`src/rtl/bmi_pkg.sv`:
```
package bmi_pkg;

    localparam int DATA_W    = 64;
    localparam int FIELD_W   = 6;
    localparam int CODE_W    = FIELD_W + 1;
    localparam int LEN_W     = $clog2(CODE_W);
    localparam int NUM_SIZES = FIELD_W;

    typedef struct packed {
        logic              valid;
        logic              reserved;
        logic [DATA_W-1:0] mask;
    } bmi_state_t;

endpackage

```
`src/rtl/bmi_size_detect.sv`:
```
module bmi_size_detect #(
    parameter int FIELD_W = bmi_pkg::FIELD_W,
    parameter int LEN_W   = bmi_pkg::LEN_W
) (
    input  logic               size_hi,
    input  logic [FIELD_W-1:0] run_len_code,
    output logic               found,
    output logic [LEN_W-1:0]   len,
    output logic [FIELD_W-1:0] levels
);

    localparam int CODE_W = FIELD_W + 1;

    logic [CODE_W-1:0] code;
    logic [CODE_W-1:0] span;

    assign code = {size_hi, ~run_len_code};

    // Highest set bit wins: scan upward and keep the last hit.
    always_comb begin
        found = 1'b0;
        len   = '0;
        for (int i = 0; i < CODE_W; i++) begin
            if (code[i]) begin
                found = 1'b1;
                len   = LEN_W'(i);
            end
        end
    end

    always_comb begin
        span   = (CODE_W'(1) << len) - CODE_W'(1);
        levels = span[FIELD_W-1:0];
    end

endmodule

```
`src/rtl/bmi_elem_rotate.sv`:
```
module bmi_elem_rotate #(
    parameter int ESIZE   = 8,
    parameter int FIELD_W = bmi_pkg::FIELD_W
) (
    input  logic [FIELD_W-1:0] run_amt,
    input  logic [FIELD_W-1:0] rot_amt,
    output logic [ESIZE-1:0]   elem
);

    logic [ESIZE-1:0]   ones;
    logic [2*ESIZE-1:0] doubled;
    logic [2*ESIZE-1:0] shifted;

    // Bit-by-bit compare: a run of the full element needs no shift that overflows.
    always_comb begin
        for (int i = 0; i < ESIZE; i++) begin
            ones[i] = (FIELD_W'(i) <= run_amt);
        end
    end

    // Two copies side by side turn a rotate into one right shift; a zero rotate is a pass-through.
    always_comb begin
        doubled = {ones, ones};
        shifted = doubled >> rot_amt;
        elem    = shifted[ESIZE-1:0];
    end

endmodule

```
`src/rtl/bmi_replicate.sv`:
```
module bmi_replicate #(
    parameter int DATA_W = bmi_pkg::DATA_W,
    parameter int ESIZE  = 8
) (
    input  logic [ESIZE-1:0]  elem,
    output logic [DATA_W-1:0] word
);

    localparam int COPIES = DATA_W / ESIZE;

    for (genvar j = 0; j < COPIES; j++) begin : g_copy
        assign word[j*ESIZE +: ESIZE] = elem;
    end

endmodule

```
`src/rtl/bmi_decoder.sv`:
```
module bmi_decoder
    import bmi_pkg::*;
#(
    parameter int DW = DATA_W,
    parameter int FW = FIELD_W
) (
    input  logic          clk,
    input  logic          rst_n,
    input  logic          in_valid,
    input  logic          size_hi,
    input  logic [FW-1:0] run_len_code,
    input  logic [FW-1:0] rot_code,
    input  logic          narrow_mode,
    output logic          out_valid,
    output logic [DW-1:0] pattern_o,
    output logic          reserved_o
);

    localparam int HALF_W = DW / 2;
    localparam int NSIZE  = FW;
    localparam int LW     = $clog2(FW + 1);

    typedef struct packed {
        logic          valid;
        logic          reserved;
        logic [DW-1:0] mask;
    } dec_state_t;

    dec_state_t state_d, state_q;

    logic          size_found;
    logic [LW-1:0] size_len;
    logic [FW-1:0] size_levels;
    logic [DW-1:0] size_pat [NSIZE+1];

    bmi_size_detect #(
        .FIELD_W (FW),
        .LEN_W   (LW)
    ) u_size (
        .size_hi      (size_hi),
        .run_len_code (run_len_code),
        .found        (size_found),
        .len          (size_len),
        .levels       (size_levels)
    );

    assign size_pat[0] = '0;

    // One candidate pattern per legal element size; the detected size picks one.
    for (genvar k = 1; k <= NSIZE; k++) begin : g_size
        localparam int ESIZE = 1 << k;
        localparam logic [FW-1:0] LVL = FW'(ESIZE - 1);

        logic [ESIZE-1:0] elem;

        bmi_elem_rotate #(
            .ESIZE   (ESIZE),
            .FIELD_W (FW)
        ) u_elem (
            .run_amt (run_len_code & LVL),
            .rot_amt (rot_code & LVL),
            .elem    (elem)
        );

        bmi_replicate #(
            .DATA_W (DW),
            .ESIZE  (ESIZE)
        ) u_rep (
            .elem (elem),
            .word (size_pat[k])
        );
    end

    always_comb begin
        logic [DW-1:0] sel;
        state_d       = state_q;
        state_d.valid = in_valid;
        sel           = '0;
        if (in_valid) begin
            if (size_found && (size_len != '0)) begin
                sel = size_pat[size_len];
            end
            if (narrow_mode) begin
                sel[DW-1:HALF_W] = '0;
            end
            state_d.mask     = sel;
            state_d.reserved = !size_found
                            || (size_len == '0)
                            || (narrow_mode && size_hi)
                            || ((run_len_code & size_levels) == size_levels);
        end
    end

    always_ff @(posedge clk or negedge rst_n) begin
        if (!rst_n) begin
            state_q <= '0;
        end else begin
            state_q <= state_d;
        end
    end

    assign out_valid  = state_q.valid;
    assign pattern_o  = state_q.mask;
    assign reserved_o = state_q.reserved;

endmodule

```
`config.mk`:
```
export PLATFORM = sky130hd
export DESIGN_NAME = bmi_decoder
export DESIGN_NICKNAME = d
export VERILOG_FILES = /design/src/rtl/bmi_pkg.sv /design/src/rtl/bmi_size_detect.sv /design/src/rtl/bmi_elem_rotate.sv /design/src/rtl/bmi_replicate.sv /design/src/rtl/bmi_decoder.sv
export SDC_FILE = /design/constraint.sdc
export NUM_CORES = 1
export LEC_CHECK = 0
export BUFFER_PORTS_ARGS = -buffer_cell sky130_fd_sc_hd__buf_2
export CAP_MARGIN = 25
export CORE_MARGIN = 4
export CORE_UTILIZATION = 53
export DETAILED_ROUTE_END_ITERATION = 8
export PLACE_DENSITY_LB_ADDON = 0.3
export SLEW_MARGIN = 20
export SYNTH_ARGS = -nofsm -noshare
export SYNTH_HDL_FRONTEND = slang
export SYNTH_SLANG_ARGS = --single-unit
```
`constraint.sdc`:
```
create_clock -name clk -period 1.6 [get_ports clk]
set_input_delay 0.32 -clock clk [delete_from_list [all_inputs] [get_ports clk]]
set_output_delay 0.32 -clock clk [all_outputs]
set_load 0.05 [all_outputs]
```
==> metrics.md, run 1 <==
| Metric | Value |
|---|---|
| GR Util All Layers | 0.916 |
| Post-synth top area cell | dfrtp_1 |
| Hpwl dp | 48200 um |
| I/O Buffers | 82 |
| Htree depth | 3 |
| Synth Register Bits | 66 |
| Longest Clk Path Bufs | 2 |
| Ys flop type | dfrtp_1 |
| Outcome | stopped before the end |
| Place WS | -1.29 ns |
| Err | [ERROR GRT-0116] Global routing finished with congestion. Check the congestion regions in the DRC Viewer. |
| Clock Tree Root | clkbuf_16 |
| Placer Congestion | 1.33 |
| Post-Syn Area | 0.0104 sq mm |
| CTS Buf Count | 9 |
| Net Count, Synth | 1504 |
| Most frequent cell after synthesis | nor2_1 |
| Total gr overflow | 969 |
| Post-synth top cells | 135 x nor2_1, 130 x nand2_1, 104 x a21oi_1 |
| Largest net degree at the start of global routing | 42 |
| Total clock sinks | 66 |
| Netlist cell types | 102 |
| Post-synthesis cell count | 1486 |
| Failing step | global routing |
| Post-synth EDFFs | 0 |
| Register area share after synthesis | 0.158 |
| First-pass GRT wire length | 157000 um |
| Yosys top cell area share | 0.158 |
| Die Span X | 148 um |
| Number of global-route vias before repair | 23713 |
| # IOs | 83 |
| Die Y | 148 um |
| Inst Count DP | 2240 |
| Floorplan row count | 51 |
| Async S/R FF share, synth | 1.00 |
| Synthesis warning total | 0 |
| Syn_area_per_cell | 7.03 sq um |
| Initial Util | 0.539 |
| Top cells by area, synth | dfrtp_1 16%, a21oi_1 5.0%, nor2_1 4.9% |
repair_timing:
| item | 4_1_cts |
|---|---|
| buffers inserted | 71 |
| gates cloned | 6 |
| endpoints found under the setup margin | 65 |
| pin swaps | 142 |
| hold buffers | 1 |
| endpoints found under the hold margin | 5 |
| resized for setup | 371 |
cells by family after synthesis:
| group | synth area share |
|---|---|
| AOI/OAI and AO/OA | 0.459 |
| adders and majority gates | 0.00695 |
| buffers and inverters | 0.0768 |
| DFF | 0.158 |
| muxes | 0.0630 |
| and+or+nand+nor | 0.236 |
metal layers:
layer	GRT overflow	global-route usage
met2	620	1.09
met3	27	0.765
met5	8	0.539
met1	31	0.878
met4	283	0.965
per-stage QoR:
stage | TNS (ns) | hold slack (ns) | area, sq um
CTS | -39.27 | 0.492 | 18100
detailed placement | -74.21 | 0.338 | 15500
global placement | -70.45 | 0.330 | 15500
floorplan | -36.59 | 0.0244 | 11400
==> inputs of run 2 (changes only) <==
--- a/config.mk
+++ b/config.mk
@@ -8,9 +8,9 @@
 export BUFFER_PORTS_ARGS = -buffer_cell sky130_fd_sc_hd__buf_2
 export CAP_MARGIN = 25
 export CORE_MARGIN = 4
-export CORE_UTILIZATION = 53
+export CORE_UTILIZATION = 38
 export DETAILED_ROUTE_END_ITERATION = 8
-export PLACE_DENSITY_LB_ADDON = 0.3
+export PLACE_DENSITY_LB_ADDON = 0.15
 export SLEW_MARGIN = 20
 export SYNTH_ARGS = -nofsm -noshare
 export SYNTH_HDL_FRONTEND = slang
==> metrics.md, run 2 <==
| Metric | Value |
|---|---|
| Final Non-Filler Cells | 2502 |
| Setup violations, final | 65 |
| Path depth of the worst reg2reg path | 4 |
| Final Skew | 0 ns |
| Hold Path Depth | 2 |
| Nets | 2173 |
| Post-synth top area cell | dfrtp_1 |
| Post-Syn Area | 0.0104 sq mm (unchanged) |
| Endpoints failing hold | 0 |
| Worst-path clk slew | 0.06 ns |
| Longest Clk Path Bufs | 2 (unchanged) |
| Minimum clock period | 2.39 ns |
| Yosys top cell area share | 0.158 (unchanged) |
| Htree depth | 3 (unchanged) |
| Sw Pwr | 5720 uW |
| Async S/R FF share, synth | 1.00 (unchanged) |
| F_max | 0.418 GHz |
| Critical path arrival | 2.62 ns |
| WL final | 78400 um |
| DRT iter0 DRCs | 2953 |
| RSZ-0062 raised after global routing | yes |
| Die Span X | 174 um (+17%) |
| Setup WS post-layout | -0.792 ns |
| Critical path data required time | 1.83 ns |
| DRC viols | 0 |
| Most common cell after layout, fill and taps aside | buf_4 |
| Crit. End Element | flip-flop |
| Int Pwr | 6670 uW |
| Netlist cell types | 102 (unchanged) |
| Total clock sinks | 66 (unchanged) |
| Comb pwr share | 0.635 |
| Drt pass-1 iters | 6 |
| Hold endpoint | out_valid |
| Failing checks | negative setup slack |
| VDD IR max | 0.000535 V |
| Flop2flop setup slack | 0.50 ns |
| Synthesis warning total | 0 (unchanged) |
| Post-synthesis cell count | 1486 (unchanged) |
| # IOs | 83 (unchanged) |
| Post-synth top cells | 135 x nor2_1, 130 x nand2_1, 104 x a21oi_1 |
| Share of cells above drive strength 1 | 0.599 |
| Top cells by area, synth | dfrtp_1 16%, a21oi_1 5.0%, nor2_1 4.9% |
| Post-synth EDFFs | 0 (unchanged) |
| Crit Path Class | in -> reg |
| Place WS | -1.62 ns (-0.327 ns) |
| Worst-Skew Late Latency | 0.35 ns |
| Initial antenna violation count | 5 |
| Floorplan row count | 60 (+18%) |
| Per-cell routed wire length | 31.3 um |
| Hold Crit Start | in_valid |
| Highest routed metal layer | met5 |
| Placer Congestion | 1.13 (-15%) |
| Most frequent cells in the layout | 604 x buf_4, 101 x nand2_1, 93 x nor2_1, 81 x buf_6, 71 x buf_2 |
| Reg-to-Reg End | pattern_o[1] |
| Number of global-route vias before repair | 17032 |
| Max reg flops | 64 |
| Pleak | 0.00865 uW |
| Worst slew pin tran | 0.630 ns |
| Clock Tree Root | clkbuf_16 |
| Core area | 0.0270 sq mm |
| I/O Buffers | 82 (unchanged) |
| RR Startpoint | pattern_o[1] |
| Synth Register Bits | 66 (unchanged) |
| Max Cap Violations | 0 |
| Critical path fanouts, max | 5 |
| Largest net degree at the start of global routing | 67 |
| Die Y | 174 um (+17%) |
| WL met2 | 32300 um |
| Outcome | complete, but fails checks |
| PD cells | 611 mW/mm^2 |
| Inst Count DP | 2374 (+6.0%) |
| Syn_area_per_cell | 7.03 sq um (unchanged) |
| Ys flop type | dfrtp_1 |
| GR Util All Layers | 0.469 |
| Antenna-violating nets left | 0 |
| Initial Util | 0.387 (-0.152) |
| Die ar. | 0.0302 sq mm |
| Hold WC Path Type | in -> reg |
| Total vias in the final route | 17899 |
| Hpwl dp | 56300 um (+17%) |
| Sequential power share | 0.167 |
| Most frequent cell after synthesis | nor2_1 |
| Worst Setup SP | run_len_code[1] |
| Total gr overflow | 0 |
| Vias per inst | 7.15 |
| CTS Buf Count | 9 (unchanged) |
| Register area share after synthesis | 0.158 (unchanged) |
| Worst Setup Start Kind | input pin |
| Area growth, synth to finish | 94.3% |
| Clock power share | 0.198 |
| Rel. slew slack | 0.580 |
| Net Count, Synth | 1504 (unchanged) |
| Slew Limit Fails | 0 |
| First-pass GRT wire length | 109000 um |
| Sw frac | 0.462 |
| Part of the cycle the worst path needs | 1.49 |
| Routed length on met1 | 27700 um |
| CTS tree | built |
| Wire length on met3 | 11300 um |
[run 2: cell counts after synthesis]
No cell type changed its count.
[run 2: worst max-delay path: stages]
cell and delay (ns):
buf_12 0.11, buf_8 0.12, or4_4 0.57, o21ai_2 0.19
o21ai_2 0.10, nand2_2 0.11, a31oi_4 0.09, a222oi_1 0.38
buf_4 0.20, mux2i_1 0.08, a221o_1 0.36
[run 2: layout make-up]
| type | count | area, sq um |
|---|---|---|
| clock inverters | 6 | 113 |
| inverters | 33 | 131 |
| diodes | 1 | 2.50 |
| well taps | 341 | 427 |
| flip-flops and latches | 66 | 1650 |
| multi-input cells | 1236 | 10900 |
| clock buffers | 10 | 239 |
| repair buffers | 809 | 6860 |
| fillers | 1966 | 6730 |
[run 2: metal layers]
metal | up-vias | track usage
met5 | - | 0
met4 | 8 | 0.297
met3 | 537 | 0.140
met2 | 1677 | 0.704
met1 | 8458 | 0.587
li1 | 7219 | -
[run 2: cell families after synthesis]
group,share of synthesized area
buffers and inverters,0.0768
AO/OA/AOI/OAI,0.459
flip-flops,0.158
adder cells (fa/ha/maj),0.00695
AND/OR/NAND/NOR,0.236
multiplexers,0.0630
[run 2: power groups by stage]
stage / clock, uW / sequential (uW) / combinational (uW)
2_1_floorplan: 0 / 2980 / 2560
3_3_place_gp: 0 / 2080 / 6130
3_5_place_dp: 0 / 2080 / 6170
4_1_cts: 2440 / 2070 / 6860
5_1_grt: 2520 / 2100 / 8040
6_report: 2450 / 2070 / 7870
[run 2: worst max path at each step]
| stage | endpoint | slack, ns | depth (start not counted) |
|---|---|---|---|
| floorplan | pattern_o[1] | -0.78 | 8 |
| global placement | pattern_o[32] | -1.62 | 11 |
| detailed placement | pattern_o[32] | -1.62 | 11 |
| CTS | pattern_o[43] | -0.75 | 11 |
| global route | pattern_o[43] | -0.79 | 11 |
| finish | pattern_o[43] | -0.79 | 11 |
[run 2: repair_timing]
item	in CTS	in global routing
gates cloned	7	6
gates resized for setup	330	279
hold endpoints to repair	19	0
setup endpoints to repair	65	65
pin swaps	119	137
hold buffers	1	0
buffers inserted	68	37
[run 2: through the flow]
stage	power [uW]	TNS [ns]	cell area, sq um	hold WS [ns]	util
after floorplan	5540	-36.59	11400	0.0244	-
after global placement	8210	-82.17	16100	0.340	0.597
after detailed placement	8260	-83.09	16100	0.348	0.597
after CTS	11400	-38.93	18600	0.305	0.687
after global routing	12700	-44.36	20300	0.318	0.751
final	12400	-42.60	20300	0.314	0.751
(Power assumes the default switching activity.)
